[src/rtl/irq_ctl_pkg.sv]
package irq_ctl_pkg;
   typedef enum int unsigned {
      SRC_EXT  = 0,
      SRC_TMR1 = 1,
      SRC_TMR2 = 2,
      SRC_ASER = 3,
      SRC_SSER = 4
   } irq_src_e;

   localparam int unsigned DEF_NUM_SRC = 5;
   localparam int unsigned DEF_REG_W   = 16;
   localparam int unsigned DEF_CLR_LSB = 8;
endpackage

[src/rtl/irq_edge_detect.sv]
module irq_edge_detect #(
   parameter int unsigned WIDTH = 5
) (
   input  logic             clk,
   input  logic             rst_n,
   input  logic [WIDTH-1:0] level_in,
   output logic [WIDTH-1:0] rise_out
);
   logic [WIDTH-1:0] level_q;

   always_ff @(posedge clk) begin
      if (!rst_n) level_q <= '0;
      else        level_q <= level_in;
   end

   assign rise_out = level_in & ~level_q;
endmodule

[src/rtl/irq_pend_bank.sv]
module irq_pend_bank #(
   parameter int unsigned WIDTH = 5
) (
   input  logic             clk,
   input  logic             rst_n,
   input  logic [WIDTH-1:0] set_vec,
   input  logic [WIDTH-1:0] clr_vec,
   output logic [WIDTH-1:0] pend_vec
);
   for (genvar g = 0; g < WIDTH; g++) begin : g_latch
      logic pend_q;
      always_ff @(posedge clk) begin
         if (!rst_n)          pend_q <= 1'b0;
         else if (set_vec[g]) pend_q <= 1'b1;
         else if (clr_vec[g]) pend_q <= 1'b0;
      end
      assign pend_vec[g] = pend_q;
   end
endmodule

[src/rtl/irq_enable_reg.sv]
module irq_enable_reg #(
   parameter int unsigned WIDTH = 5
) (
   input  logic             clk,
   input  logic             rst_n,
   input  logic             wr_en,
   input  logic [WIDTH-1:0] wr_bits,
   output logic [WIDTH-1:0] en_vec
);
   always_ff @(posedge clk) begin
      if (!rst_n)     en_vec <= '0;
      else if (wr_en) en_vec <= wr_bits;
   end
endmodule

[src/rtl/irq_enable_clear.sv]
module irq_enable_clear
   import irq_ctl_pkg::*;
#(
   parameter int unsigned NUM_SRC = DEF_NUM_SRC,
   parameter int unsigned REG_W   = DEF_REG_W,
   parameter int unsigned CLR_LSB = DEF_CLR_LSB
) (
   input  logic               clk,
   input  logic               rst_n,
   input  logic [NUM_SRC-1:0] src_req,
   input  logic               wr_en,
   input  logic [REG_W-1:0]   wr_data,
   output logic [REG_W-1:0]   rd_data,
   output logic               irq_out
);
   localparam int unsigned CLR_MSB = CLR_LSB + NUM_SRC - 1;

   if (NUM_SRC < 1 || NUM_SRC > CLR_LSB) begin : g_bad_src
      $error("NUM_SRC must be between 1 and CLR_LSB");
   end
   if (CLR_MSB >= REG_W) begin : g_bad_width
      $error("clear field does not fit in REG_W");
   end

   logic [NUM_SRC-1:0] rise_vec;
   logic [NUM_SRC-1:0] clr_vec;
   logic [NUM_SRC-1:0] pend_vec;
   logic [NUM_SRC-1:0] en_vec;
   logic               unused_wr_bits;

   assign unused_wr_bits = &{1'b0, wr_data};

   irq_edge_detect #(.WIDTH(NUM_SRC)) edge_i (
      .clk      (clk),
      .rst_n    (rst_n),
      .level_in (src_req),
      .rise_out (rise_vec)
   );

   assign clr_vec = wr_en ? wr_data[CLR_MSB:CLR_LSB] : '0;

   irq_pend_bank #(.WIDTH(NUM_SRC)) pend_i (
      .clk      (clk),
      .rst_n    (rst_n),
      .set_vec  (rise_vec),
      .clr_vec  (clr_vec),
      .pend_vec (pend_vec)
   );

   irq_enable_reg #(.WIDTH(NUM_SRC)) en_i (
      .clk     (clk),
      .rst_n   (rst_n),
      .wr_en   (wr_en),
      .wr_bits (wr_data[NUM_SRC-1:0]),
      .en_vec  (en_vec)
   );

   always_comb begin
      rd_data                  = '0;
      rd_data[NUM_SRC-1:0]     = en_vec;
      rd_data[CLR_MSB:CLR_LSB] = pend_vec;
   end

   assign irq_out = |(pend_vec & en_vec);
endmodule

[config.mk]
export PLATFORM = sky130hd
export DESIGN_NAME = irq_enable_clear
export DESIGN_NICKNAME = d
export VERILOG_FILES = /design/src/rtl/irq_ctl_pkg.sv /design/src/rtl/irq_edge_detect.sv /design/src/rtl/irq_pend_bank.sv /design/src/rtl/irq_enable_reg.sv /design/src/rtl/irq_enable_clear.sv
export SDC_FILE = /design/constraint.sdc
export NUM_CORES = 1
export LEC_CHECK = 0
export ABC_CLOCK_PERIOD_IN_PS = 1500
export BUFFER_PORTS_ARGS = -buffer_cell sky130_fd_sc_hd__buf_4
export CAP_MARGIN = 5
export CORE_UTILIZATION = 45
export CTS_BUF_LIST = sky130_fd_sc_hd__clkbuf_8
export CTS_CLUSTER_DIAMETER = 80
export DETAILED_ROUTE_END_ITERATION = 8
export GPL_TIMING_DRIVEN = 1
export PLACE_DENSITY = 0.8
export SYNTH_ARGS = -nofsm -noshare
export SYNTH_HDL_FRONTEND = slang
export SYNTH_SLANG_ARGS = --single-unit
[constraint.sdc]
create_clock -name clk -period 1.5 [get_ports clk]
set_input_delay 0.15 -clock clk [delete_from_list [all_inputs] [get_ports clk]]
set_output_delay 0.15 -clock clk [all_outputs]
set_load 0.01 [all_outputs]
==> results of run 1 <==
[layout by cell type (no fill, tap or decap), drive strengths merged]
cell	n
buf	28
dfxtp	15
nor2b	10
conb	6
and2	5
mux2i	5
a21boi	5
o21a	5
clkbuf	3
a222oi	1
a22oi	1
nand2	1
inv	1
[routing by layer]
layer | vias to the layer above | global-route usage
li1 | 235 | -
met1 | 187 | 0.175
met2 | 20 | 0.238
met3 | 2 | 0.0511
met4 | 0 | 0.0776
met5 | - | 0
[path summary, 6_finish.rpt]
check | to | slack [ns] | depth (start not counted)
worst max-delay path | irq_out | 0.21 | 3
worst min-delay path | edge_i.level_q[4]$_SDFF_PN0_ | 0.12 | 2
worst max register to register | pend_i.g_latch[4].pend_q$_SDFFE_PN0P_ | 0.78 | 2
worst min register to register | pend_i.g_latch[2].pend_q$_SDFFE_PN0P_ | 0.53 | 2
[state kept, by name, summed over array words and instances, names as in the netlist]
signal,cells
en_i.en_vec,5
pend_i.g_latch.pend_q,5
edge_i.level_q,5
[worst max-delay path: cells and delay by family, from the launching register on]
kind	cells	cell delay, ns
buffers and inverters	1	0.15
AND/OR/NAND/NOR	1	0.08
AO/OA/AOI/OAI	1	0.35
flip-flops	1	0.32
[final cells by class]
cell class | instances | area share
timing repair buffer | 28 | 0.251
multi-input combinational | 39 | 0.314
clock buffer | 3 | 0.0493
sequential | 15 | 0.359
clock inverter | 1 | 0.00448
tap | 15 | 0.0224
[power breakdown]
part,leakage [nW],internal (mW),switching (mW)
Sequential,0.125,0.424,0.0148
Clock,0.0269,0.181,0.124
Combinational,0.253,0.0808,0.0513
[kinds of logic (layout without fill, tap and decap cells)]
group / Yosys count / after routing
AND/OR/NAND/NOR: 16 / 16
other: 1 / 6
buffers and inverters: 13 / 32
multiplexers: 5 / 5
flip-flops: 15 / 15
AO/OA/AOI/OAI: 12 / 12
==> results.ini, run 1 <==
[setup_path]
crit_start = en_i.en_vec[0]$_SDFFE_PN0P_
cp-end-kind = output pin
rr_startpoint = pend_i.g_latch[4].pend_q$_SDFFE_PN0P_
critical_path.cell_chain = a222oi_1 > nand2_1 > buf_4
worstSetupPathType = reg2out
critPathArrivalTime_ns = 1.14
cp_slowest_cell = a222oi_1
crit_fanout = 3
cp.required_ns = 1.35
critPathLaunchType = flip-flop
max_stage_delay_ns = 0.35

[hold_path]
hold_path.class = in2reg
min-delay-start = src_req[4]

[placed_design]
pre_cts_slack_ns = 0.451
placed_cell_area_um2 = 792
numPortBuffers = 28
dp.cells = 97
place_hpwl_um = 787
gp_congestion = 0.649

[synth]
synth_cell_type_count = 13
synth_top_area_share = 0.467
synth_warnings = 0
async_flop_share = 0
synth_top_cells_by_count = dfxtp_1 (15), buf_4 (11), nor2b_1 (10)
synth_edf_count = 0
netlist_area_um2 = 643
synthCells = 62
synth_simple_gate_area_share = 0.152
synth.area.top_cells = dfxtp_1 (47%), buf_4 (13%), nor2b_1 (9.7%), mux2i_1 (7.8%), a21boi_0 (5.8%)
syn_avg_cell_area_um2 = 10.4
synth_xor_area_frac = 0
yosys_register_bits = 15
yosysSeqAreaShare = 0.467
synth_compound_area_frac = 0.144
synth_fa_ha_area_frac = 0
synth_top_area_cell = dfxtp_1
muxShareOfSynthArea = 0.0778
synth_ff_type = dfxtp_1
synth_top_family_by_area = buffers and inverters
synth.most_common_cell = dfxtp_1

[cts]
clk_latency_ns = 0.24
htree_levels = 1
ctsResizeCount = 0
cts-root-buf = clkbuf_8
post_cts_buffers = 0
clock_path_buffers = 2
clk_pin_slew_worst_paths_ns = 0.05
cts_tree = yes
cts_buffers = 3
ctsHoldBuffers = 0
cts_sinks = 15

[sta]
drv_slew = 0
setup_tns_ns = 0
post-route-period-util = 0.860
rsz0062_at_grt = no
hold_viol_final = 0
whs_ns = 0.118
fin_crit_ns = 1.29
finalClockSkew_ns = 0.0000719
setup_violations = 0
fin_ws_ns = 0.211
max_freq_mhz = 776

[die]
die_area_mm2 = 0.00158
fp.dieW_um = 39.8
io_pins = 41
rows = 13
die_y_um = 39.8
start_util = 0.488
core-area_mm2 = 0.00132

[grt]
grtUsageTotal = 0.150
grt_pass1_vias = 379
antenna_found_initial = 0
grt_max_degree = 16
grt_pass1_wl_um = 1510
grt-ovfl-total = 0

[route]
drt-wirelength-per-cell_um = 9.87
highest-signal-layer = met4
drt_iter0_markers = 9
viasPerCell = 4.40
drc = 0
dr.pass1.iters = 4
wl_met1_um = 443
vias = 444
dr_wl_met3_um = 64
met2_length_um = 469
antenna_left = 0
wirelength_um = 997

[finish]
drive_gt1_frac = 0.360
antenna_cells = 0
instances_no_fill = 101
synthToLayoutAreaGrowth_pct = 30.2
regArea_um2 = 300
multiInputGateArea_um2 = 263
fin_nets = 111
design_area_um2 = 837
fillCellCount = 125
final_util = 0.635

[run]
maxCapViolCount = 0

[outcome]
status = complete, no violations

[pwr]
power.density_mw_per_mm2 = 1050
max-vdd-ir-drop_uv = 829
leakagePower_nw = 0.404
finalPower_mw = 0.876

Note: power is estimated with default switching activity, not from simulation.
==> run 2: changes to the inputs <==
--- a/config.mk
+++ b/config.mk
@@ -8,12 +8,14 @@
 export ABC_CLOCK_PERIOD_IN_PS = 1500
 export BUFFER_PORTS_ARGS = -buffer_cell sky130_fd_sc_hd__buf_4
 export CAP_MARGIN = 5
+export CORE_ASPECT_RATIO = 1.2
 export CORE_UTILIZATION = 45
 export CTS_BUF_LIST = sky130_fd_sc_hd__clkbuf_8
 export CTS_CLUSTER_DIAMETER = 80
 export DETAILED_ROUTE_END_ITERATION = 8
 export GPL_TIMING_DRIVEN = 1
-export PLACE_DENSITY = 0.8
+export PLACE_DENSITY = 0.78
 export SYNTH_ARGS = -nofsm -noshare
 export SYNTH_HDL_FRONTEND = slang
+export SYNTH_HIERARCHICAL = 1
 export SYNTH_SLANG_ARGS = --single-unit
==> results.ini, run 2 <==
[setup_path]
critical_path.cell_chain = a222oi_1 > nand2_1 > buf_4
cp_slowest_cell = a222oi_1
critPathArrivalTime_ns = 1.18
max_stage_delay_ns = 0.37
crit_fanout = 3
cp-end-kind = output pin
rr_startpoint = pend_i/g_latch[4].pend_q$_SDFFE_PN0P_
crit_start = pend_i/g_latch[0].pend_q$_SDFFE_PN0P_
cp.required_ns = 1.35
worstSetupPathType = reg2out
critPathLaunchType = flip-flop

[route]
antenna_left = 0
drt_iter0_markers = 7
viasPerCell = 4.49
drc = 0
vias = 485
dr.pass1.iters = 4
drt-wirelength-per-cell_um = 10.4
wirelength_um = 1120

[finish]
synthToLayoutAreaGrowth_pct = 28.7
mostFrequentLayoutCells = buf_4 (28), dfxtp_1 (15), and2_1 (10), nor2b_1 (10), conb_1 (6)
multiInputGateArea_um2 = 325
regArea_um2 = 300
fillCellCount = 136
design_area_um2 = 902
drive_gt1_frac = 0.396
final_common_cell = buf_4
antenna_cells = 0
top_regs = edge_i/level_q: 5 flops, en_i/en_vec: 5 flops, pend_i/g_latch.pend_q: 5 flops
fin_nets = 116

[grt]
grt_max_degree = 16
antenna_found_initial = 0
grt-ovfl-total = 0
grt_pass1_wl_um = 1930
grt_use_met3 = 0.0296
grtUsageTotal = 0.170
grt_pass1_vias = 482
busiest_layer = met2
use_met1 = 0.183
globalRouteMet2Util = 0.268

[cts]
clk_latency_ns = 0.25
htree_levels = 1
ctsResizeCount = 0
post_cts_buffers = 0
clock_path_buffers = 2
cts_buffers = 3
ctsHoldBuffers = 0
clk_pin_slew_worst_paths_ns = 0.06
cts_sinks = 15
cts-root-buf = clkbuf_8
cts_tree = yes

[pwr]
p_comb_frac = 0.165
leakagePower_nw = 0.435
clkPwrFrac = 0.351
swShare = 0.232
p_sw_mw = 0.211
finalPower_mw = 0.910
intPower_mw = 0.699
seqPwrFrac = 0.483
power.density_mw_per_mm2 = 1010
max-vdd-ir-drop_uv = 557

[die]
start_util = 0.485
die_area_mm2 = 0.00172
rows = 15
fp.dieW_um = 38.0
io_pins = 41
core-area_mm2 = 0.00145
die_y_um = 45.2

[sta]
fin_crit_ns = 1.33
setup_tns_ns = 0
setup_violations = 0
post-route-period-util = 0.887
rsz0062_at_grt = no
drv_slew = 0
finalClockSkew_ns = 0.000277
whs_ns = 0.105
hold_viol_final = 0
max_freq_mhz = 752

[synth]
netlist_area_um2 = 701
yosys_register_bits = 15
synth_cell_type_count = 12
async_flop_share = 0
yosysSeqAreaShare = 0.429
syn_avg_cell_area_um2 = 10.6
synth_top_area_share = 0.429
synth_edf_count = 0
synth_top_cells_by_count = dfxtp_1 (15), buf_4 (11), and2_1 (10), nor2b_1 (10)
synth.most_common_cell = dfxtp_1
synth_ff_type = dfxtp_1
synth_warnings = 6
synthCells = 66
synth_top_area_cell = dfxtp_1
synth.area.top_cells = dfxtp_1 (43%), buf_4 (12%), nor2b_4 (9.8%), and2_1 (8.9%), nor2b_1 (8.9%)

[placed_design]
placed_cell_area_um2 = 857
gp_congestion = 0.623
place_hpwl_um = 859
numPortBuffers = 28

[hold_path]
hold_path.class = in2reg
min-delay-start = src_req[0]

[outcome]
status = complete, no violations

[run]
maxCapViolCount = 0

==> run 2: cell count changes in the layout (fill, tap and decap cells not counted) <==
cell	before	now
a21boi_0	5	0
and2_1	5	10
nor2b_4	0	5
==> run 2: worst paths after layout <==
kind	to	slack [ns]	depth (start not counted)
setup / recovery	irq_out	0.17	3
hold reg to reg	pend_i/g_latch[2].pend_q$_SDFFE_PN0P_	0.54	2
hold / removal	edge_i/level_q[0]$_SDFF_PN0_	0.10	2
setup reg to reg	pend_i/g_latch[4].pend_q$_SDFFE_PN0P_	0.79	2
==> run 2: cell families (layout without fill, tap and decap cells) <==
| kind of cell | after synthesis | count (layout) | synth area share |
|---|---|---|---|
| other cells | 1 | 6 | 0.00535 |
| mux | 5 | 5 | 0.0714 |
| simple gates | 26 | 26 | 0.282 |
| buf+inv | 12 | 32 | 0.134 |
| flops | 15 | 15 | 0.429 |
| compound gates | 7 | 7 | 0.0786 |
==> run 2: layer usage <==
metal  vias to the layer above  wire length (um)
met3                         5                67
met2                        23               560
met1                       209               440
met5                         -                 0
met4                         0                50
li1                        248                 -
==> run 2: final cells by class <==
class	count	share of cell area
timing repair buffer	28	0.233
tap	17	0.0236
sequential	15	0.333
clock inverter	1	0.00416
clock buffer	3	0.0458
multi-input combinational	44	0.361
==> run 2: power groups by stage <==
stage / registers, mW / clock network [mW] / logic (mW)
finish: 0.440 / 0.320 / 0.151
CTS: 0.440 / 0.328 / 0.153
global placement: 0.448 / 0 / 0.150
detailed placement: 0.449 / 0 / 0.152
global route: 0.443 / 0.348 / 0.167
floorplan: 0.447 / 0 / 0.103
==> run 2: per-stage QoR <==
step                      instances  setup WS [ns]  utilization
after floorplan                  71          0.484            -
after global placement          104          0.423        0.593
after detailed placement        104          0.410        0.593
after CTS                       108          0.137        0.624
after global routing            108         0.0283        0.624
final                           108          0.169        0.624
==> run 2: critical path, delay by kind of cell (launching register included) <==
family                 cells  cell delay (ns)
flip-flops                 1             0.32
AO/OA/AOI/OAI              1             0.37
AND/OR/NAND/NOR            1             0.09
buffers and inverters      1             0.15
